==> src/rtl/simd_avg_pkg.sv <==
package simd_avg_pkg;

    typedef enum logic [1:0] {
        AVG_B8   = 2'd0,
        AVG_H16  = 2'd1,
        AVG_W32  = 2'd2,
        AVG_W32X = 2'd3
    } avg_width_e;

    typedef struct packed {
        logic       is_signed;
        avg_width_e width;
    } avg_mode_t;

    typedef struct packed {
        logic [5:0]  primary;
        logic [4:0]  rd;
        logic [4:0]  ra;
        logic [4:0]  rb;
        logic [10:0] ext;
    } vx_word_t;

    localparam logic [5:0]  OPC_PRIMARY = 6'd4;
    localparam logic [10:0] OPC_AVG_SW  = 11'd1410;

    function automatic logic is_word_width(avg_width_e w);
        return (w == AVG_W32) || (w == AVG_W32X);
    endfunction

endpackage

==> src/rtl/simd_avg_decode.sv <==
module simd_avg_decode
    import simd_avg_pkg::*;
(
    input  logic [31:0] instr_word,
    output logic        dec_valid,
    output avg_mode_t   dec_mode,
    output logic [4:0]  dec_rd,
    output logic [4:0]  dec_ra,
    output logic [4:0]  dec_rb
);
    vx_word_t fields;

    always_comb begin
        fields    = vx_word_t'(instr_word);
        dec_valid = (fields.primary == OPC_PRIMARY) && (fields.ext == OPC_AVG_SW);
        dec_mode  = '{is_signed: 1'b0, width: AVG_B8};
        if (dec_valid) begin
            dec_mode = '{is_signed: 1'b1, width: AVG_W32};
        end
        dec_rd = fields.rd;
        dec_ra = fields.ra;
        dec_rb = fields.rb;
    end

endmodule

==> src/rtl/simd_avg_lanes.sv <==
module simd_avg_lanes #(
    parameter int VEC_W = 128,
    parameter int LW    = 32
) (
    input  logic             is_signed,
    input  logic [VEC_W-1:0] a,
    input  logic [VEC_W-1:0] b,
    output logic [VEC_W-1:0] res
);
    localparam int NLANES = VEC_W / LW;

    for (genvar g = 0; g < NLANES; g++) begin : g_lane
        logic [LW-1:0] la, lb;
        logic [LW:0]   sum;
        assign la  = a[g*LW +: LW];
        assign lb  = b[g*LW +: LW];
        // one extra bit: the widened sum of two lanes plus one never wraps
        assign sum = {is_signed & la[LW-1], la} + {is_signed & lb[LW-1], lb} + {{LW{1'b0}}, 1'b1};
        assign res[g*LW +: LW] = sum[LW:1];
    end

endmodule

==> src/rtl/simd_avg_unit.sv <==
module simd_avg_unit
    import simd_avg_pkg::*;
#(
    parameter int VEC_W   = 128,
    parameter bit REG_OUT = 1'b1
) (
    input  logic             clk,
    input  logic             rst,
    input  logic             in_valid,
    input  logic             mode_signed,
    input  logic [1:0]       mode_width,
    input  logic [VEC_W-1:0] src_a,
    input  logic [VEC_W-1:0] src_b,
    output logic             out_valid,
    output logic [VEC_W-1:0] result,
    input  logic [31:0]      instr_word,
    output logic             dec_valid,
    output logic             dec_signed,
    output logic [1:0]       dec_width,
    output logic [4:0]       dec_rd,
    output logic [4:0]       dec_ra,
    output logic [4:0]       dec_rb
);
    avg_mode_t        mode;
    avg_mode_t        dmode;
    logic [VEC_W-1:0] res_b8, res_h16, res_w32, res_sel;

    assign mode = '{is_signed: mode_signed, width: avg_width_e'(mode_width)};

    simd_avg_decode u_dec (
        .instr_word (instr_word),
        .dec_valid  (dec_valid),
        .dec_mode   (dmode),
        .dec_rd     (dec_rd),
        .dec_ra     (dec_ra),
        .dec_rb     (dec_rb)
    );
    assign dec_signed = dmode.is_signed;
    assign dec_width  = dmode.width;

    simd_avg_lanes #(.VEC_W(VEC_W), .LW(8)) u_b8 (
        .is_signed (mode.is_signed), .a(src_a), .b(src_b), .res(res_b8));
    simd_avg_lanes #(.VEC_W(VEC_W), .LW(16)) u_h16 (
        .is_signed (mode.is_signed), .a(src_a), .b(src_b), .res(res_h16));
    simd_avg_lanes #(.VEC_W(VEC_W), .LW(32)) u_w32 (
        .is_signed (mode.is_signed), .a(src_a), .b(src_b), .res(res_w32));

    always_comb begin
        unique case (mode.width)
            AVG_B8:  res_sel = res_b8;
            AVG_H16: res_sel = res_h16;
            default: res_sel = res_w32;
        endcase
    end

    if (REG_OUT) begin : g_reg
        always_ff @(posedge clk) begin
            if (rst) begin
                out_valid <= 1'b0;
                result    <= '0;
            end else begin
                out_valid <= in_valid;
                if (in_valid) begin
                    result <= res_sel;
                end
            end
        end
    end else begin : g_comb
        assign out_valid = in_valid;
        assign result    = res_sel;
    end

endmodule

==> config.mk <==
export PLATFORM = sky130hd
export DESIGN_NAME = simd_avg_unit
export DESIGN_NICKNAME = d
export VERILOG_FILES = /design/src/rtl/simd_avg_pkg.sv /design/src/rtl/simd_avg_decode.sv /design/src/rtl/simd_avg_lanes.sv /design/src/rtl/simd_avg_unit.sv
export SDC_FILE = /design/constraint.sdc
export NUM_CORES = 1
export LEC_CHECK = 0
export BUFFER_PORTS_ARGS = -buffer_cell sky130_fd_sc_hd__buf_2
export CAP_MARGIN = 10
export CORE_MARGIN = 5
export CORE_UTILIZATION = 40
export DETAILED_ROUTE_END_ITERATION = 8
export HOLD_SLACK_MARGIN = 0.03
export PLACE_DENSITY = 0.65
export SLEW_MARGIN = 5
export SYNTH_ARGS = -nofsm -noshare
export SYNTH_HDL_FRONTEND = slang
export SYNTH_SLANG_ARGS = --single-unit
==> constraint.sdc <==
create_clock -name clk -period 4.13 [get_ports clk]
set_input_delay 0 -clock clk [delete_from_list [all_inputs] [get_ports clk]]
set_output_delay 0 -clock clk [all_outputs]
set_load 0.005 [all_outputs]
# Word level (Yosys, flattened, before mapping)
# Index checks and enable logic that the tools add are counted.
# W data, S select, Z words.
# totals
word_cells	97
regBits	129
out_inout_bits	148
inputBits	294
# classes
n_addsub	56
n_eq_ne	3
n_bitwise	32
reduce_logical	2
n_mux	2
# ops
op	n
$pmux W128 S2	1
$add A9 B1 Y9 const B	16
$add A9 B9 Y9	16
$add A17 B1 Y17 const B	8
$add A17 B17 Y17	8
$add A33 B1 Y33 const B	4
$add A33 B33 Y33	4
$and A1 B1 Y1	32
$eq A11 B11 Y1 const B	1
$eq A6 B3 Y1 const B	1
$mux W3	1
$eq A2 B1 Y1 const B	1
$logic_not A2 Y1	1
$logic_and A1 B1 Y1	1

# Depth between registers and ports, before layout
# logic_depth
depth_word	4
mapped_depth	12
ltp_nobuf	11

# By module
# From an unflattened synthesis, not the netlist that was laid out.
# unflattened
cells_unflattened	3336
area_unflattened_um2	26922.1
# modules_own_cells
mod	area_each_um2	cells_per_inst	seq_area_each_um2	n_inst
simd_avg_unit	7910.1	742	2582.5	1
simd_avg_lanes (u_w32)	6927.9	973	0.0	1
simd_avg_lanes (u_h16)	6165.9	824	0.0	1
simd_avg_lanes (u_b8)	5716.7	772	0.0	1
simd_avg_decode	201.4	25	0.0	1

# Worst setup path before layout
# No wires, ideal clock.
# synth_path
kind	input to register
start	input port src_b[0]
end	register result[25]
setup_ps	116
path_stages	11
required_time_ps	4014
arrival_time_ps	2514
slack_ps	1499
path_buffers	0
path_cell_list	or2_2 fa_1 a211oi_1 o21ai_0 a21oi_1 a211oi_1 o21ai_0 o21ai_0 a31oi_1 mux2_2 a31o_2
# synth_between
elab_chain_cells	3
# synth_rtl
item	line	source
start, declared	simd_avg_unit.sv:13	input logic [VEC_W-1:0] src_b,
$add A33 B33 Y33	simd_avg_lanes.sv:18	assign sum = {is_signed & la[LW-1], la} + {is_signed & lb[LW-1], lb} + {{LW{1'b0}}, 1'b1};
$add A33 B1 Y33	simd_avg_lanes.sv:18	
$pmux W128 S2	simd_avg_unit.sv:49	unique case (mode.width)
end signal, assigned	simd_avg_unit.sv:64	result <= res_sel;
end, declared	simd_avg_unit.sv:15	output logic [VEC_W-1:0] result,
# No other way between the ends.
# A chain may end at the register's enable or synchronous reset.

# Worst setup path after layout
# layout_path
start	input port src_b[1]
end	register result[25]
# Same word-level chain as after synthesis.

==> results.toml <==
[critical_path]
cp-startpoint = "src_b[1]"
worst_setup_path_end_kind = "flip-flop"
required_ns = 4.47
r2r_setup_slack_ns = 3.20
worstReg2RegStart = "result[55]"
worst_r2r_endpoint = "result[55]"
endpoint = "result[25]"
worstPathMaxFanout = 4
reg2reg_depth = 2
crit_arrival_ns = 3.37
startpoint_type = "input pin"
worst-setup-path-type = "in2reg"

[layout]
seq_area_mm2 = 0.00258
syn_to_final_growth_pct = 21.9
fin_nets = 2650
fill_cells = 3401
multi_input_area_mm2 = 0.0102
drive_gt1_share_pct = 22.2

[global_route]
grt_pass1_wl_mm = 80.2
antenna_found_initial = 4
overflow = 0
grt_max_degree = 68
grt_pass1_vias = 14702
grt_use_total_pct = 26.0

[placement]
place_congestion = 0.943
port_buffers = 410
dp_hpwl_mm = 41.2

[drt]
wirelength_mm = 52.6
dr.pass1.iters = 5
postRouteAntennaNets = 0
via_per_inst = 5.67
num_vias = 15120
drtIter0Drc = 898
route.detailed.drc = 0
wl_per_cell_um = 19.7

[synth]
synth_enable_flop_cells = 0
synthArstFlopShare_pct = 0
synth_top_area_share_pct = 18.8
yosysMostFrequentCell = "a21oi_1"
ys.flop_type = "dfxtp_1"
synthTopCellsByArea = "dfxtp_1 19%, ha_1 12%, a21oi_1 6.6%"
synth_cells = 1855
syn_area_mm2 = 0.0137
ys_seq_elements = 129
seq_area_frac_synth_pct = 18.8
synth_cell_types = 80
syn-num-nets = 2301
yosys-top-cells-count = "181 x a21oi_1, 174 x nor2_1, 168 x nand2_1"
synth_area_per_cell_um2 = 7.41
yosysWarnings = 0
synth_top_area_cell = "dfxtp_1"

[power]
ir_drop_mv = 0.307
p_switching_mw = 1.94
sw_frac_of_total_pct = 37.3
power_leakage_nw = 7.92
power.internal_mw = 3.26
clkPwrFrac_pct = 31.2
power_frac_comb_pct = 40.7
cellPowerDensity_mw_per_mm2 = 310
p_seq_share_pct = 28.0

[floorplanning]
dieArea_mm2 = 0.0382
die_y_um = 195
pin_count = 442
start_util_pct = 40.8
die_w_um = 195
core_area_mm2 = 0.0337
rows = 67

[timing]
clock.fmax_mhz = 329
fin_crit_ns = 3.04
skew_ns = 0
fin_hold_ws_ns = 0.0513
final_hold_viol_count = 0
rsz0062_at_grt = "false"
tightestPinTransition_ns = 0.956
period_share_pct = 73.5
setup_viol = 0
finalMaxSlewViolations = 0
tns_ns = 0
max-slew-margin-rel_pct = 36.2

[cts]
clk_pin_slew_ns = 0.06
h-tree-depth = 4
cts-root-buf = "clkbuf_16"
clock_latency_ns = 0.44
cts_made_buffers = 17
cts_tree = "yes"
clockBufferDepth = 2
clock-sinks = 129
postCtsSetupBuffers = 0

[status]
status = "completed"

[job]
drv_cap = 0

[min_path]
hold_class = "in2reg"
==> layout make-up <==
cell class                 instances  share of cell area [%]
multi-input combinational       1515                    60.9
timing repair buffer             452                    14.6
clock buffer                      19                    2.70
tap                              448                    3.35
antenna                            4                  0.0598
inverter                          89                    1.99
sequential                       129                    15.4
clock inverter                    12                   0.956
==> power groups by stage <==
| stage | Sequential [mW] | Combinational (mW) | Clock (mW) |
|---|---|---|---|
| final | 1.46 | 2.11 | 1.62 |
| after global routing | 1.47 | 2.33 | 1.70 |
| after CTS | 1.46 | 2.10 | 1.66 |
| after detailed placement | 1.48 | 2.06 | 0 |
| after global placement | 1.48 | 2.05 | 0 |
| after floorplan | 1.49 | 1.37 | 0 |
==> worst min path at each step <==
stage | startpoint | to | cells after the start | slack [ns]
2_1_floorplan | instr_word[9] | dec_signed | 1 | 0.05
3_3_place_gp | instr_word[19] | dec_ra[3] | 0 | 0.00004
3_5_place_dp | instr_word[19] | dec_ra[3] | 0 | 0.00004
4_1_cts | src_a[65] | result[64] | 4 | 0.03
5_1_grt | src_a[15] | result[15] | 6 | 0.09
6_report | src_a[15] | result[15] | 6 | 0.05
==> cells by family (layout without fill, tap and decap cells) <==
kind of cell             after synthesis  after routing  share of synthesized area [%]
buffers and inverters                211            572                           7.05
flip-flops                           129            129                           18.8
XOR/XNOR                             138            138                           8.79
multiplexers                          31             31                           2.29
AO/OA/AOI/OAI                        652            652                           30.2
other                                  1              5                         0.0273
AND/OR/NAND/NOR                      541            541                           18.1
adder cells (fa/ha/maj)              152            152                           14.7
==> per-layer routing <==
layer  part of all wire (%)  vias to the layer above  GRT usage (%)
met5                  0.021                        -              0
met4                    3.0                        2           9.03
met3                    6.1                       89           4.02
met2                     48                      557           45.5
met1                     42                     7076           32.6
li1                       -                     7396              -
==> layout by cell type (no fill, tap or decap), types with 22 or more instances in the layout <==
master,synthesis,layout
nand3_1,31,31
ha_1,136,136
a31oi_1,22,22
nor3_1,38,38
o21ai_0,146,146
nand4_1,44,44
buf_2,9,408
mux2i_1,27,27
o21a_1,23,23
a21oi_1,181,181
dlygate4sd3_1,0,30
a211oi_1,52,52
a21o_1,65,65
nand2_1,168,167
dfxtp_1,129,129
o21bai_1,27,27
nor2_1,174,172
xnor2_1,81,81
xor2_1,57,57
inv_1,86,85
==> sequential cells by signal, indices dropped and copies added (netlist names) <==
register	cells
out_valid	1
result	128
==> stage by stage <==
step	power (mW)	util, %	setup slack (ns)	std cells	cell area (um^2)
3_3_place_gp	3.53	47.0	0.998	2603	15800
6_report	5.19	49.7	1.09	2668	16800
3_5_place_dp	3.54	47.0	0.967	2603	15800
5_1_grt	5.51	49.7	0.706	2667	16700
4_1_cts	5.22	49.7	1.14	2664	16700
2_1_floorplan	2.86	-	1.50	1855	13700
==> what timing repair did <==
action,in CTS,in global routing
hold buffers,30,0
resized for setup,0,0
hold endpoints to repair,39,0
==> worst max-delay path: stages <==
cell	delay, ns
dlygate4sd3_1	0.55
buf_2	0.14
fa_1	0.44
a211oi_1	0.32
o21ai_0	0.18
a21oi_1	0.33
a211oi_1	0.14
o21ai_0	0.38
o21ai_0	0.15
a31oi_1	0.20
mux2_2	0.35
a31o_2	0.20
Note: power is estimated with default switching activity, not from simulation.
